--- config.mk ---
export PLATFORM = sky130hd
export DESIGN_NAME = xsm_bridge
export DESIGN_NICKNAME = d
export VERILOG_FILES = /design/src/rtl/xsm_pkg.sv /design/src/rtl/xsm_cfg_regs.sv /design/src/rtl/xsm_decode.sv /design/src/rtl/xsm_seq.sv /design/src/rtl/xsm_bridge.sv
export SDC_FILE = /design/constraint.sdc
export NUM_CORES = 1
export LEC_CHECK = 0
export ABC_AREA = 1
export CAP_MARGIN = 15
export CELL_PAD_IN_SITES_DETAIL_PLACEMENT = 1
export CELL_PAD_IN_SITES_GLOBAL_PLACEMENT = 1
export CORE_MARGIN = 3
export CORE_UTILIZATION = 38
export DETAILED_ROUTE_END_ITERATION = 8
export GPL_ROUTABILITY_DRIVEN = 0
export GPL_TIMING_DRIVEN = 1
export PLACE_DENSITY_LB_ADDON = 0.1
export SLEW_MARGIN = 20
export SYNTH_ARGS = -nofsm -noshare
export SYNTH_HDL_FRONTEND = slang
export SYNTH_SLANG_ARGS = --single-unit
--- constraint.sdc ---
create_clock -name clk -period 3.9 [get_ports clk]
set_input_delay 1.17 -clock clk [delete_from_list [all_inputs] [get_ports clk]]
set_output_delay 1.17 -clock clk [all_outputs]
set_load 0.02 [all_outputs]
--- src/rtl/xsm_pkg.sv ---
package xsm_pkg;

  typedef enum logic [1:0] {WM_BYTE = 2'b00, WM_HALF = 2'b01, WM_PAIR = 2'b10, WM_HALF2 = 2'b11} wmode_e;
  typedef enum logic [1:0] {ST_IDLE, ST_SETUP, ST_STRB, ST_RESP} state_e;

  typedef struct packed {
    logic [11:0] base;
    logic [1:0]  size;
    logic        en;
    wmode_e      wm;
    logic        early;
    logic [2:0]  waits;
  } cfg_t;

  function automatic cfg_t unpack_cfg(logic [31:0] w);
    cfg_t c;
    c.base  = w[31:20];
    c.size  = w[17:16];
    c.en    = w[8];
    c.wm    = wmode_e'(w[5:4]);
    c.early = w[3];
    c.waits = w[2:0];
    return c;
  endfunction

  function automatic logic region_hit(cfg_t c, logic [11:0] top_bits);
    logic [11:0] keep;
    keep = ~((12'd1 << c.size) - 12'd1);
    return c.en && ((top_bits & keep) == (c.base & keep));
  endfunction

  // Index of the final external cycle for a given device width and size
  function automatic logic [1:0] last_idx(logic wide, logic [1:0] sz);
    case (sz)
      2'd0:    return 2'd0;
      2'd1:    return wide ? 2'd0 : 2'd1;
      default: return wide ? 2'd1 : 2'd3;
    endcase
  endfunction

  function automatic logic [1:0] lane_sel(logic wide, logic [1:0] sz, logic a0);
    if (!wide)      return 2'b01;
    if (sz != 2'd0) return 2'b11;
    return a0 ? 2'b10 : 2'b01;
  endfunction

  function automatic logic [15:0] pack_out(logic wide, logic [1:0] ea, logic [1:0] le, logic [31:0] wd);
    logic [1:0]  b;
    logic [1:0]  p;
    logic [15:0] r;
    b = wide ? {ea[1], 1'b0} : ea;
    r = '0;
    for (int i = 0; i < 2; i++) begin
      p = b + 2'(i);
      if (le[i]) r[8*i +: 8] = wd[8*p +: 8];
    end
    return r;
  endfunction

  function automatic logic [31:0] merge_in(logic [31:0] cur, logic wide, logic [1:0] ea,
                                           logic [1:0] le, logic [15:0] din);
    logic [1:0]  b;
    logic [1:0]  p;
    logic [31:0] r;
    b = wide ? {ea[1], 1'b0} : ea;
    r = cur;
    for (int i = 0; i < 2; i++) begin
      p = b + 2'(i);
      if (le[i]) r[8*p +: 8] = din[8*i +: 8];
    end
    return r;
  endfunction

endpackage

--- src/rtl/xsm_cfg_regs.sv ---
module xsm_cfg_regs #(
  parameter int NREG = 4,
  parameter int PAW  = 4
) (
  input  logic                   clk,
  input  logic                   rst_n,
  input  logic                   wr_en,
  input  logic [PAW-1:0]         waddr,
  input  logic [31:0]            wdata,
  output logic [NREG-1:0][31:0]  regs
);
  localparam int IW = $clog2(NREG);

  logic [IW-1:0] widx;
  assign widx = waddr[IW+1:2];

  for (genvar g = 0; g < NREG; g++) begin : g_reg
    always_ff @(posedge clk or negedge rst_n) begin
      if (!rst_n)                            regs[g] <= '0;
      else if (wr_en && widx == IW'(g))      regs[g] <= wdata;
    end
  end
endmodule

--- src/rtl/xsm_decode.sv ---
module xsm_decode
  import xsm_pkg::*;
#(
  parameter int NREG = 4
) (
  input  logic [NREG-1:0][31:0] regs,
  input  logic [11:0]           top_bits,
  output logic                  hit,
  output logic [$clog2(NREG)-1:0] idx,
  output cfg_t                  sel
);
  localparam int IW = $clog2(NREG);

  logic [NREG-1:0] match;
  cfg_t            cfgs [NREG];

  for (genvar g = 0; g < NREG; g++) begin : g_match
    assign cfgs[g]  = unpack_cfg(regs[g]);
    assign match[g] = region_hit(cfgs[g], top_bits);
  end

  // Lowest-numbered region has priority
  always_comb begin
    idx = '0;
    for (int i = NREG - 1; i >= 0; i--)
      if (match[i]) idx = IW'(i);
  end

  assign hit = |match;
  assign sel = cfgs[idx];
endmodule

--- src/rtl/xsm_seq.sv ---
module xsm_seq
  import xsm_pkg::*;
#(
  parameter int NREG = 4,
  parameter int XAW  = 24
) (
  input  logic                     clk,
  input  logic                     rst_n,
  input  logic                     req,
  input  logic                     we,
  input  logic [1:0]               sz,
  input  logic [XAW-1:0]           a_in,
  input  logic [31:0]              wdata,
  input  logic                     hit,
  input  logic [$clog2(NREG)-1:0]  idx,
  input  cfg_t                     sel,
  input  logic [15:0]              xdin,
  output logic                     ack,
  output logic                     err,
  output logic [31:0]              rdata,
  output logic [NREG-1:0]          cs_n,
  output logic [XAW-1:0]           xaddr,
  output logic [15:0]              xdout,
  output logic                     xdoe,
  output logic                     rd_n,
  output logic [1:0]               we_n,
  output logic [1:0]               bs_n,
  output logic                     ev_accept,
  output logic                     ev_cyc_end
);
  localparam int IW = $clog2(NREG);

  state_e         st;
  logic [1:0]     k, last_q;
  logic [2:0]     cnt, ws_q;
  logic [XAW-1:0] a_q;
  logic [31:0]    wd_q;
  logic [1:0]     sz_q;
  logic [IW-1:0]  idx_q;
  logic           we_q, wide_q, pair_q, early_q, err_q;

  logic [1:0] offs, ea_lo, le;
  logic       in_cyc, strb, wr;

  assign offs   = wide_q ? {k[0], 1'b0} : k;
  assign ea_lo  = a_q[1:0] + offs;
  assign le     = lane_sel(wide_q, sz_q, a_q[0]);
  assign in_cyc = (st == ST_SETUP) || (st == ST_STRB);
  assign strb   = (st == ST_STRB);
  assign wr     = strb && we_q;

  assign ev_accept  = (st == ST_IDLE) && req;
  assign ev_cyc_end = strb && (cnt == 3'd0);

  assign cs_n  = in_cyc ? ~(NREG'(1) << idx_q) : '1;
  assign xaddr = {a_q[XAW-1:2], ea_lo};
  assign rd_n  = ~(strb && !we_q);
  assign we_n  = pair_q ? ~(le & {2{wr}}) : {1'b1, ~wr};
  assign bs_n  = (in_cyc && wide_q && !pair_q) ? ~le : 2'b11;
  assign xdoe  = wr;
  assign xdout = pack_out(wide_q, ea_lo, le, wd_q);
  assign ack   = (st == ST_RESP);
  assign err   = ack && err_q;

  always_ff @(posedge clk or negedge rst_n) begin
    if (!rst_n) begin
      st <= ST_IDLE; k <= '0; last_q <= '0; cnt <= '0; ws_q <= '0;
      a_q <= '0; wd_q <= '0; sz_q <= '0; idx_q <= '0; rdata <= '0;
      we_q <= 1'b0; wide_q <= 1'b0; pair_q <= 1'b0; early_q <= 1'b0; err_q <= 1'b0;
    end else begin
      unique case (st)
        ST_IDLE: if (req) begin
          a_q     <= a_in;
          wd_q    <= wdata;
          sz_q    <= sz;
          we_q    <= we;
          idx_q   <= idx;
          wide_q  <= (sel.wm != WM_BYTE);
          pair_q  <= (sel.wm == WM_PAIR);
          early_q <= sel.early;
          ws_q    <= sel.waits;
          last_q  <= last_idx(sel.wm != WM_BYTE, sz);
          k       <= '0;
          rdata   <= '0;
          err_q   <= !hit;
          cnt     <= sel.waits;
          if (!hit)                     st <= ST_RESP;
          else if (sel.early && !we)    st <= ST_STRB;
          else                          st <= ST_SETUP;
        end
        ST_SETUP: begin
          st  <= ST_STRB;
          cnt <= ws_q;
        end
        ST_STRB: begin
          if (cnt != 3'd0) cnt <= cnt - 3'd1;
          else begin
            if (!we_q) rdata <= merge_in(rdata, wide_q, ea_lo, le, xdin);
            if (k == last_q) st <= ST_RESP;
            else begin
              k <= k + 2'd1;
              if (early_q && !we_q) begin
                st  <= ST_STRB;
                cnt <= ws_q;
              end else st <= ST_SETUP;
            end
          end
        end
        default: st <= ST_IDLE;
      endcase
    end
  end
endmodule

--- src/rtl/xsm_bridge.sv ---
module xsm_bridge
  import xsm_pkg::*;
#(
  parameter int NREG = 4,
  parameter int XAW  = 24,
  parameter int PAW  = 4
) (
  input  logic              clk,
  input  logic              rst_n,
  input  logic              req,
  input  logic              we,
  input  logic [1:0]        sz,
  input  logic [31:0]       addr,
  input  logic [31:0]       wdata,
  output logic              ack,
  output logic              err,
  output logic [31:0]       rdata,
  input  logic              psel,
  input  logic              pwrite,
  input  logic [PAW-1:0]    paddr,
  input  logic [31:0]       pwdata,
  output logic [31:0]       prdata,
  output logic [NREG-1:0]   cs_n,
  output logic [XAW-1:0]    xaddr,
  output logic [15:0]       xdout,
  output logic              xdoe,
  input  logic [15:0]       xdin,
  output logic              rd_n,
  output logic [1:0]        we_n,
  output logic [1:0]        bs_n
);
  localparam int IW = $clog2(NREG);

  logic [NREG-1:0][31:0] regs;
  logic                  hit;
  logic [IW-1:0]         idx;
  cfg_t                  sel;
  logic                  ev_accept, ev_cyc_end;

  xsm_cfg_regs #(.NREG(NREG), .PAW(PAW)) u_regs (
    .clk(clk), .rst_n(rst_n), .wr_en(psel && pwrite),
    .waddr(paddr), .wdata(pwdata), .regs(regs)
  );

  assign prdata = regs[paddr[IW+1:2]];

  xsm_decode #(.NREG(NREG)) u_dec (
    .regs(regs), .top_bits(addr[31:20]), .hit(hit), .idx(idx), .sel(sel)
  );

  xsm_seq #(.NREG(NREG), .XAW(XAW)) u_seq (
    .clk(clk), .rst_n(rst_n), .req(req), .we(we), .sz(sz),
    .a_in(addr[XAW-1:0]), .wdata(wdata), .hit(hit), .idx(idx), .sel(sel),
    .xdin(xdin), .ack(ack), .err(err), .rdata(rdata), .cs_n(cs_n),
    .xaddr(xaddr), .xdout(xdout), .xdoe(xdoe), .rd_n(rd_n), .we_n(we_n),
    .bs_n(bs_n), .ev_accept(ev_accept), .ev_cyc_end(ev_cyc_end)
  );
endmodule

==> results.json <==
{
  "status": "completed",
  "synthFlopType": "dfrtp_1",
  "synthTopCellsByCount": "nand2_1, dfrtp_1, o21ai_0",
  "hold_viol": 0,
  "clock_sinks": 237,
  "cp_slowest_stage_delay_ps": 510,
  "cp_max_fo": 15,
  "initial_core_util": 0.386,
  "utilization": 0.506,
  "wl_per_cell_um": 18.3,
  "postRouteAntennaNets": 0,
  "dp_hpwl_um": 30200,
  "startpoint_type": "input pin",
  "grt_max_degree": 81,
  "vias": 11900,
  "synthTopCellsByArea": "dfrtp_1, nand2_1, o21ai_0, inv_1, nor2_1",
  "synthMuxAreaShare": 0,
  "hold_path.class": "reg2reg",
  "synth_fa_ha_area_frac": 0.0129,
  "required_ps": 2730,
  "clkTransAtPathRegs_ps": 50,
  "criticalPathCategory": "in2out",
  "synth_compound_area_frac": 0.184,
  "p_switching_uw": 5850,
  "finalNonFillerCells": 2297,
  "synth.distinct_cells": 47,
  "p_sw_frac": 0.446,
  "placedCellCount": 2243,
  "drv_slew": 0,
  "drc": 0,
  "rsz0062_at_grt": "yes",
  "coreArea_um2": 32600,
  "yosys.area_share.simple": 0.229,
  "clock_latency_ps": 560,
  "synth_xor_area_frac": 0.0153,
  "grt_pass1_vias": 12400,
  "hold_buffers": 0,
  "setup_ws_ps": 74.9,
  "dieArea_um2": 35300,
  "syn_inst": 1624,
  "layout-drive-gt1-share": 0.108,
  "slew_headroom": 0.446,
  "diodes": 0,
  "cp_cell_sequence": "clkdlybuf4s50_1 > inv_1 > nor2_2 > buf_12 > buf_12 > a22oi_1 > o211ai_1 > buf_4",
  "multi_input_area_um2": 5650,
  "seq_area_um2": 5930,
  "crit_slowest_cell": "clkdlybuf4s50_1",
  "cts_made_buffers": 29,
  "vdd_drop_max_mv": 0.577,
  "grt_antenna_before_repair": 0,
  "cts_root_buffer": "clkbuf_16",
  "floorplan.die.width_um": 188,
  "dieHeight_um": 188,
  "routed_wl_um": 42000,
  "setup_violations": 0,
  "drt_iter0_drc": 621,
  "syn_nets": 1761,
  "arrival_ps": 2660,
  "pwr-share-seq": 0.284,
  "ios": 240,
  "syn2layout_area_growth_pct": 31.1,
  "power_density_nw_per_um2": 795,
  "grt_usage": 0.233,
  "crit_top_cell": "buf_12",
  "comb_power_share": 0.519,
  "fmax_mhz": 261,
  "drt_first_pass_iters": 4,
  "p_int_uw": 7270,
  "synth-seq-cells": 237,
  "crit_path_end_kind": "primary output",
  "viasPerCell": 5.20,
  "synth-async-reset-ratio": 1.00,
  "syn_area_per_cell_um2": 7.75,
  "synth_area_um2": 12600,
  "tightest_slew_ps": 830,
  "yosysTopAreaCell": "dfrtp_1",
  "skew_ps": 19.0,
  "cts_tree": "built",
  "power_uw": 13100,
  "nFillCells": 3932,
  "yosys.area.top_type_share": 0.471,
  "pwr-share-clk": 0.197,
  "nNetsFinal": 1972,
  "grt_overflow_total": 0,
  "finalCritPeriodShare": 0.981,
  "maxCapViolations": 0,
  "seq_area_frac_synth": 0.471,
  "grt_pass1_wl_um": 67500,
  "ys_warn_count": 0,
  "synthMostInstantiatedCell": "nand2_1",
  "cts_max_path_buffers": 3,
  "place_ws_ps": -334,
  "power_leakage_uw": 0.00763,
  "synth_top_family_by_area": "simple AND/OR/NAND/NOR gates",
  "portBuffers": 237,
  "synth_edf_count": 0,
  "period_needed_ps": 3830,
  "rows": 66,
  "htree_levels": 1
}
[cells by family after synthesis]
family,after synthesis
flops,237
simple gates,696
fa+ha+maj,13
xor+xnor,22
compound gates,391
buf+inv,265
[critical path: cells and delay by family]
kind | cells | cell delay, ps
AOI/OAI and AO/OA | 2 | 230
buffers and inverters | 5 | 1120
and+or+nand+nor | 1 | 130
[sequential cells by signal, indices dropped and copies added, names as in the netlist]
register / count
u_seq.idx_q: 2
u_seq.pair_q: 1
u_seq.wide_q: 1
u_seq.cnt: 3
u_regs.regs: 128
u_seq.wd_q: 32
u_seq.st: 2
u_seq.we_q: 1
u_seq.early_q: 1
u_seq.a_q: 24
u_seq.k: 2
u_seq.last_q: 2
u_seq.ws_q: 3
u_seq.err_q: 1
u_seq.rdata: 32
u_seq.sz_q: 2
[repair_timing]
action,in CTS,in global routing
setup endpoints to repair,46,45
pin swaps,0,6
setup buffers,0,3
gates resized for setup,122,66
[through the flow]
| stage | hold WS (ps) | instance area [µm²] | TNS, ps |
|---|---|---|---|
| floorplan | 449 | 12600 | 0 |
| global placement | 462 | 15700 | -8190 |
| detailed placement | 465 | 15700 | -8530 |
| CTS | 481 | 16600 | -1.59 |
| global route | 505 | 16500 | -260 |
| finish | 477 | 16500 | 0 |
[cell usage in the layout (no fill, tap or decap), drive strengths merged, types with 4 or more instances in the layout]
master and count:
nand2 497, dfrtp 237, o21ai 215, clkdlybuf4s50 188, inv 161, nor2 87
buf 75, nand3 64, clkbuf 55, a21oi 54, a22oi 32, o211ai 30
xnor2 21, a211oi 17, nor3 15, ha 13, o31ai 12, o221ai 10
nand4 10, o22ai 10, or2 10, nor3b 8, clkinv 7, dlygate4sd2 6
nor4 4, a31oi 4, a32o 4, clkdlybuf4s15 4
[worst paths after layout]
| check | slack, ps | end | depth (start not counted) | from |
|---|---|---|---|---|
| worst max-delay path | 70 | prdata[0] | 8 | paddr[2] |
| worst min register to register | 480 | u_seq.a_q[15] | 2 | u_seq.a_q[15] |
| worst max register to register | 790 | u_seq.rdata[25] | 14 | u_seq.k[0] |
| min in group asynchronous | 600 | u_seq.rdata[5] | 1 | rst_n |
| max in group asynchronous | 2410 | u_regs.regs[61] | 2 | rst_n |
| worst min-delay path | 480 | u_seq.a_q[15] | 2 | u_seq.a_q[15] |
[per-layer routing]
| metal | wire length [µm] | share of wire | up-vias | global-route usage |
|---|---|---|---|---|
| met5 | 0 | 0 | - | 0 |
| met1 | 18900 | 0.45 | 5875 | 0.307 |
| li1 | - | - | 5738 | - |
| met2 | 20800 | 0.50 | 274 | 0.410 |
| met3 | 1570 | 0.037 | 51 | 0.0307 |
| met4 | 757 | 0.018 | 0 | 0.0502 |
[power groups by stage]
| stage | clock [µW] | sequential [µW] | combinational [µW] |
|---|---|---|---|
| final | 2580 | 3720 | 6810 |
| after CTS | 2650 | 3720 | 6740 |
| after floorplan | 0 | 3720 | 4120 |
| after detailed placement | 0 | 3750 | 6780 |
| after global routing | 2760 | 3820 | 7480 |
| after global placement | 0 | 3720 | 6620 |
[layout make-up]
| cell class | count | share of cell area |
|---|---|---|
| clock buffer | 43 | 0.0520 |
| clock inverter | 8 | 0.00303 |
| inverter | 160 | 0.0366 |
| multi-input combinational | 1122 | 0.343 |
| sequential | 237 | 0.359 |
| tap | 442 | 0.0335 |
| timing repair buffer | 285 | 0.173 |
Note: power is estimated with default switching activity, not from simulation.
